### config.mk
export PLATFORM = sky130hd
export DESIGN_NAME = irqc_top
export DESIGN_NICKNAME = d
export VERILOG_FILES = /design/src/rtl/irqc_pkg.sv /design/src/rtl/irqc_alarm_cmp.sv /design/src/rtl/irqc_rate_sel.sv /design/src/rtl/irqc_pf_edge.sv /design/src/rtl/irqc_status.sv /design/src/rtl/irqc_top.sv
export SDC_FILE = /design/constraint.sdc
export NUM_CORES = 1
export LEC_CHECK = 0
export ABC_AREA = 1
export CORE_UTILIZATION = 35
export DETAILED_ROUTE_END_ITERATION = 8
export DONT_BUFFER_PORTS = 1
export GPL_ROUTABILITY_DRIVEN = 0
export HOLD_SLACK_MARGIN = 0.06
export PLACE_DENSITY_LB_ADDON = 0.2
export SETUP_SLACK_MARGIN = 0.2
export SKIP_LAST_GASP = 1
export SYNTH_ARGS = -nofsm -noshare
export SYNTH_HDL_FRONTEND = slang
export SYNTH_SLANG_ARGS = --single-unit
### constraint.sdc
create_clock -name clk -period 0.85 [get_ports clk]
set_input_delay 0.0425 -clock clk [delete_from_list [all_inputs] [get_ports clk]]
set_output_delay 0.0425 -clock clk [all_outputs]
set_load 0.01 [all_outputs]
### src/rtl/irqc_pkg.sv
package irqc_pkg;
  localparam int SRC_N = 3;
  localparam int SRC_ALARM    = 0;
  localparam int SRC_PERIODIC = 1;
  localparam int SRC_PWRFAIL  = 2;
endpackage

### src/rtl/irqc_alarm_cmp.sv
module irqc_alarm_cmp #(
  parameter int TW = 8
) (
  input  logic          tick,
  input  logic [TW-1:0] cur_sec,
  input  logic [TW-1:0] cur_min,
  input  logic [TW-1:0] cur_hr,
  input  logic [TW-1:0] alm_sec,
  input  logic [TW-1:0] alm_min,
  input  logic [TW-1:0] alm_hr,
  output logic          alarm_ev
);
  localparam int NF = 3;
  logic [TW-1:0] cur_a [NF];
  logic [TW-1:0] alm_a [NF];
  logic [NF-1:0] eq;

  assign cur_a[0] = cur_sec;
  assign cur_a[1] = cur_min;
  assign cur_a[2] = cur_hr;
  assign alm_a[0] = alm_sec;
  assign alm_a[1] = alm_min;
  assign alm_a[2] = alm_hr;

  for (genvar g = 0; g < NF; g++) begin : g_field
    assign eq[g] = (cur_a[g] == alm_a[g]);
  end

  // Compared only on the tick so one match gives one event.
  assign alarm_ev = tick & (&eq);
endmodule

### src/rtl/irqc_rate_sel.sv
module irqc_rate_sel #(
  parameter int NRATE = 15,
  parameter int SEL_W = $clog2(NRATE + 1)
) (
  input  logic [NRATE-1:0] tap_stb,
  input  logic [SEL_W-1:0] per_sel,
  output logic             per_ev
);
  always_comb begin
    per_ev = 1'b0;
    for (int k = 1; k <= NRATE; k++) begin
      if (per_sel == SEL_W'(k)) per_ev = tap_stb[k-1];
    end
  end
endmodule

### src/rtl/irqc_pf_edge.sv
module irqc_pf_edge #(
  parameter int SYNC = 2
) (
  input  logic clk,
  input  logic rst_n,
  input  logic pf_lvl,
  output logic pf_ev
);
  logic [SYNC-1:0] sync_q;
  logic            last_q;

  always_ff @(posedge clk or negedge rst_n) begin
    if (!rst_n) begin
      sync_q <= '0;
      last_q <= 1'b0;
    end else begin
      sync_q <= {sync_q[SYNC-2:0], pf_lvl};
      last_q <= sync_q[SYNC-1];
    end
  end

  assign pf_ev = sync_q[SYNC-1] & ~last_q;
endmodule

### src/rtl/irqc_status.sv
module irqc_status #(
  parameter int N = 3
) (
  input  logic         clk,
  input  logic         rst_n,
  input  logic [N-1:0] ev,
  input  logic         rd,
  output logic [N-1:0] st
);
  for (genvar i = 0; i < N; i++) begin : g_bit
    always_ff @(posedge clk or negedge rst_n) begin
      if (!rst_n) st[i] <= 1'b0;
      else        st[i] <= (rd ? 1'b0 : st[i]) | ev[i];
    end
  end
endmodule

### src/rtl/irqc_top.sv
module irqc_top
  import irqc_pkg::*;
#(
  parameter int TW    = 8,
  parameter int NRATE = 15,
  parameter int SEL_W = $clog2(NRATE + 1),
  parameter int SYNC  = 2
) (
  input  logic             clk,
  input  logic             rst_n,
  input  logic             tick,
  input  logic [TW-1:0]    cur_sec,
  input  logic [TW-1:0]    cur_min,
  input  logic [TW-1:0]    cur_hr,
  input  logic [TW-1:0]    alm_sec,
  input  logic [TW-1:0]    alm_min,
  input  logic [TW-1:0]    alm_hr,
  input  logic [NRATE-1:0] tap_stb,
  input  logic [SEL_W-1:0] per_sel,
  input  logic             pf_lvl,
  input  logic [SRC_N-1:0] src_en,
  input  logic             stat_rd,
  output logic [SRC_N-1:0] stat,
  output logic             irq_oe
);
  logic [SRC_N-1:0] ev;

  irqc_alarm_cmp #(.TW(TW)) u_alarm (
    .tick(tick), .cur_sec(cur_sec), .cur_min(cur_min), .cur_hr(cur_hr),
    .alm_sec(alm_sec), .alm_min(alm_min), .alm_hr(alm_hr),
    .alarm_ev(ev[SRC_ALARM])
  );

  irqc_rate_sel #(.NRATE(NRATE), .SEL_W(SEL_W)) u_rate (
    .tap_stb(tap_stb), .per_sel(per_sel), .per_ev(ev[SRC_PERIODIC])
  );

  irqc_pf_edge #(.SYNC(SYNC)) u_pf (
    .clk(clk), .rst_n(rst_n), .pf_lvl(pf_lvl), .pf_ev(ev[SRC_PWRFAIL])
  );

  irqc_status #(.N(SRC_N)) u_stat (
    .clk(clk), .rst_n(rst_n), .ev(ev), .rd(stat_rd), .st(stat)
  );

  assign irq_oe = |(stat & src_en);
endmodule

### Word-level counts from Yosys, hierarchy flattened

Index checks and enable logic that the tools add are counted.

* register bits after elaboration: 6
* input bits: 75
* output and inout bits: 4
* word-level logic and storage cells: 50

* eq/ne operators: 18
* multiplexer cells: 18
* bitwise logic cells: 7
* reduce and logical (&&, ||, !) cells: 2

Operator list (count)
* 4-bit == test, second input constant: 8
* 8-bit == test: 3
* 1-bit 2-to-1 mux: 18
* 4-bit by 3-bit == test with 1-bit output, second input constant: 4
* 4-bit by 2-bit == test with 1-bit output, second input constant: 2
* 4-bit by 1-bit == test with 1-bit output, second input constant: 1
* 3-bit bitwise AND: 1
* 1-bit bitwise OR: 3
* 3-bit AND reduction: 1
* 3-bit OR reduction: 1
* 1-bit bitwise AND: 2
* 1-bit inverter: 1

### Logic depth before layout (Yosys ltp)

* word-level depth: 17
* depth in mapped cells: 10
* depth with buffers taken out: 9

### By module

Synthesis repeated with hierarchy kept, for this count alone.

* cells, all modules: 189
* area, all modules: 934.6 um^2

Modules (own cells, without submodules)
* irqc_alarm_cmp: times used 1, cells each 122, area an instance 486.7 um^2, seq. area each 0.0 um^2
* irqc_rate_sel: times used 1, cells each 45, area an instance 234.0 um^2, seq. area each 0.0 um^2
* irqc_status: times used 1, cells each 13, area an instance 112.6 um^2, seq. area each 75.1 um^2
* irqc_pf_edge: times used 1, cells each 5, area an instance 85.1 um^2, seq. area each 75.1 um^2
* irqc_top: times used 1, cells each 4, area an instance 16.3 um^2, seq. area each 0.0 um^2

### Least setup slack after synthesis

OpenSTA, ideal clock, no wires.

* path kind: flip-flop to flip-flop
* from: reg u_stat.st[1]
* to: reg u_stat.st[1]
* setup time: 127 ps
* arrival: 665 ps
* data required time: 723 ps
* setup slack: 58 ps
* cell stages (with the launch flop): 3
* path buffers: 0
* clock period less this slack: 792 ps
* cells stage by stage: dfrtp_1 -> a22oi_1 -> nand3_1

* longest elaborated chain between the ends: 2

RTL lines
* start: declaration: RTL line irqc_status.sv:8 `output logic [N-1:0] st`
* start signal: indexed assignment: RTL line irqc_status.sv:13 `else st[i] <= (rd ? 1'b0 : st[i]) | ev[i];`
* 1-bit 2-to-1 mux: RTL line irqc_status.sv:13
* 1-bit bitwise OR: RTL line irqc_status.sv:13

No other way between the ends.

### Worst setup path after layout

* from: reg u_stat.st[1]
* to: out irq_oe

* longest elaborated chain between the ends: 2

RTL lines
* 3-bit bitwise AND: RTL line irqc_top.sv:46 `assign irq_oe = |(stat & src_en);`
* 3-bit OR reduction: RTL line irqc_top.sv:46
* end: declaration: RTL line irqc_top.sv:24 `output logic irq_oe`

No other way between the ends.

==> results_dict.tcl <==
set metrics [dict create \
    cts.sinks 6 \
    final_net_count 226 \
    postSynthCellCount 143 \
    core_area_um2 2040 \
    fin_ws_ns -0.0812 \
    drcViolationCount 0 \
    start_kind "flip-flop" \
    final_area_um2 902 \
    status "finished with violations" \
    initial_core_util_pct 38.4 \
    dieArea_um2 2430 \
    synth-edff-count 0 \
    syn_area_um2 785 \
    yosys_warnings 0 \
    dpl.cell_count 169 \
    cts_buffers 3 \
    tightest_slew_ns 0.291 \
    routed_wl_um 1890 \
    hp-class "in -> reg" \
    ys_ff_latch 6 \
    critical_path_class "reg -> out" \
    timing.critical_path.buf_inv 1 \
    dr.first_iter.drc_count 13 \
    slew_viol_final 0 \
    critical_path.top_delay_family "flip-flops" \
    synth_nets 218 \
    pre_cts_ws_ns 0.113 \
    grt-ovfl-total 0 \
    path_max_fanout 2 \
    yosys.area.top_type "nand2_1" \
    cp.depth 3 \
    min_period_ns 0.931 \
    rrSetupSlack_ns -0.04 \
    placedInstanceArea_um2 822 \
    area_delta_synth_final_pct 15.0 \
    hold_buffers 3 \
    ios 79 \
    track_usage_pct 15.6 \
    cts-root-buf "clkbuf_4" \
    totalPowerFinal_uw 864 \
    crit_path_max_incr_delay_ns 0.39 \
    period_share_pct 110 \
    grt_pass1_wl_um 2970 \
    synth_flop_cell "dfrtp_1" \
    end_kind "output port" \
    antenna_found_initial 0 \
    violations "negative hold slack, negative setup slack" \
    num_rows 16 \
    cts.path.max_buffers 2 \
    path_cells "buf_6 -> nand2_2 -> nand3_2" \
    vias 879 \
    clock_latency_ns 0.23 \
    syn_area_per_cell_um2 5.49 \
    synthArstFlopShare_pct 100 \
    cellPowerDensity_nw_per_um2 957 \
    worstPathArrival_ns 0.89 \
    rsz0062_at_grt "yes" \
    yosysSeqAreaShare_pct 19.1 \
    die_h_um 49.3 \
    cts-htree-levels 1 \
    finalSetupViolCount 2 \
    finClkSkew_ns 0.000631 \
    ff2ff_path_depth 3 \
    grt_pass1_vias 800 \
    fin_cells 176 \
    vias_per_cell 4.99 \
    p_leak_uw 0.000485 \
    cp_slowest_cell "dfrtp_1" \
    synthMostInstantiatedCell "nand2_1" \
    diodes 0 \
    synth.area.top_cells "nand2_1 20%, dfrtp_1 19%, inv_1 14%, nor2_1 9.1%, nand3_1 6.4%" \
    grt_start_max_net_pins 11 \
    ant_nets 0 \
    irDropWorstVdd_v 0.000571 \
    hold_viol 1 \
    max_cap_violations 0 \
    slew_headroom_pct 80.6 \
    max_freq_mhz 1070 \
    cts_tree "built" \
    synth_top_area_share_pct 20.1 \
    wl_per_cell_um 10.7 \
    io_buffers 0 \
    first_pass_iters 4 \
    synth_cell_types 22 \
    synth_common_cells "42 x nand2_1, 29 x inv_1, 19 x nor2_1" \
    hold_depth 2 \
    dpl.hpwl_um 1610 \
    crit_required_ns 0.81 \
    drive_gt1_share_pct 12.1 \
    whs_ns -0.0642 \
    die_w_um 49.3 \
    path_clk_slew_ns 0.04 \
]
## metrics by stage
stage | utilization (%) | setup TNS (ns)
floorplan | - | 0
global placement | 40.3 | 0
detailed placement | 40.3 | 0
CTS | 43.4 | -0.0792
global route | 44.2 | -0.191
finish | 44.2 | -0.117
## per-layer routing
layer	up-vias	wire, um	GRT usage, %
met5	-	0	0
met4	0	0	2.94
met3	0	166	5.61
met2	53	1000	30.8
met1	365	722	15.3
li1	461	-	-
## layout by cell type, fill, tap and decap left out
| cell type | instances |
|---|---|
| nand3_1 | 9 |
| nor4_1 | 1 |
| clkbuf_4 | 3 |
| a21oi_2 | 1 |
| nor2_1 | 19 |
| buf_4 | 1 |
| o21ai_1 | 1 |
| dfrtp_1 | 6 |
| nand3_2 | 3 |
| xor2_1 | 1 |
| xnor2_1 | 3 |
| buf_6 | 1 |
| o22ai_1 | 5 |
| or2_4 | 3 |
| inv_1 | 28 |
| nand4_1 | 5 |
| nand2_2 | 2 |
| o21ai_0 | 4 |
| inv_6 | 1 |
| dlygate4sd3_1 | 3 |
| clkinv_1 | 1 |
| inv_8 | 1 |
| nor3_1 | 4 |
| o21ai_2 | 1 |
| a22oi_2 | 1 |
| nand2_1 | 41 |
## final timing paths
check,from,endpoint
worst max-delay path,u_stat.st[1],irq_oe
worst min-delay path,tap_stb[14],u_stat.st[1]
worst max register to register,u_stat.st[1],u_stat.st[1]
worst min register to register,u_pf.sync_q[0],u_pf.sync_q[1]
max in group asynchronous,rst_n,u_stat.st[0]
min in group asynchronous,rst_n,u_pf.last_q
## report_power, final
part	total [uW]	internal, uW	switching (uW)
logic	300	150	150
registers	321	306	14.6
clock network	243	158	84.6
## final cells by class
class | count | area, um2
well taps | 27 | 33.8
multi-input cells | 104 | 518
flip-flops and latches | 6 | 150
fillers | 235 | 1140
repair buffers | 5 | 48.8
inverters | 31 | 129
clock buffers | 3 | 22.5
## flip-flops by register name, summed over array words and instances, names as in the netlist
name         cells
u_stat.st        3
u_pf.sync_q      2
u_pf.last_q      1
## cell families (layout without fill, tap and decap cells)
kind of cell | after synthesis | count (layout) | synth area share [%]
AO/OA/AOI/OAI | 13 | 13 | 9.89
buffers and inverters | 33 | 39 | 17.9
flip-flops | 6 | 6 | 19.1
AND/OR/NAND/NOR | 87 | 87 | 48.6
XOR/XNOR | 4 | 4 | 4.47
## timing repair
item	CTS	global route
buffers inserted	0	1
pin swaps	5	2
hold endpoints to repair	10	3
gates resized for setup	4	2
setup endpoints to repair	7	7
(Power assumes the default switching activity.)
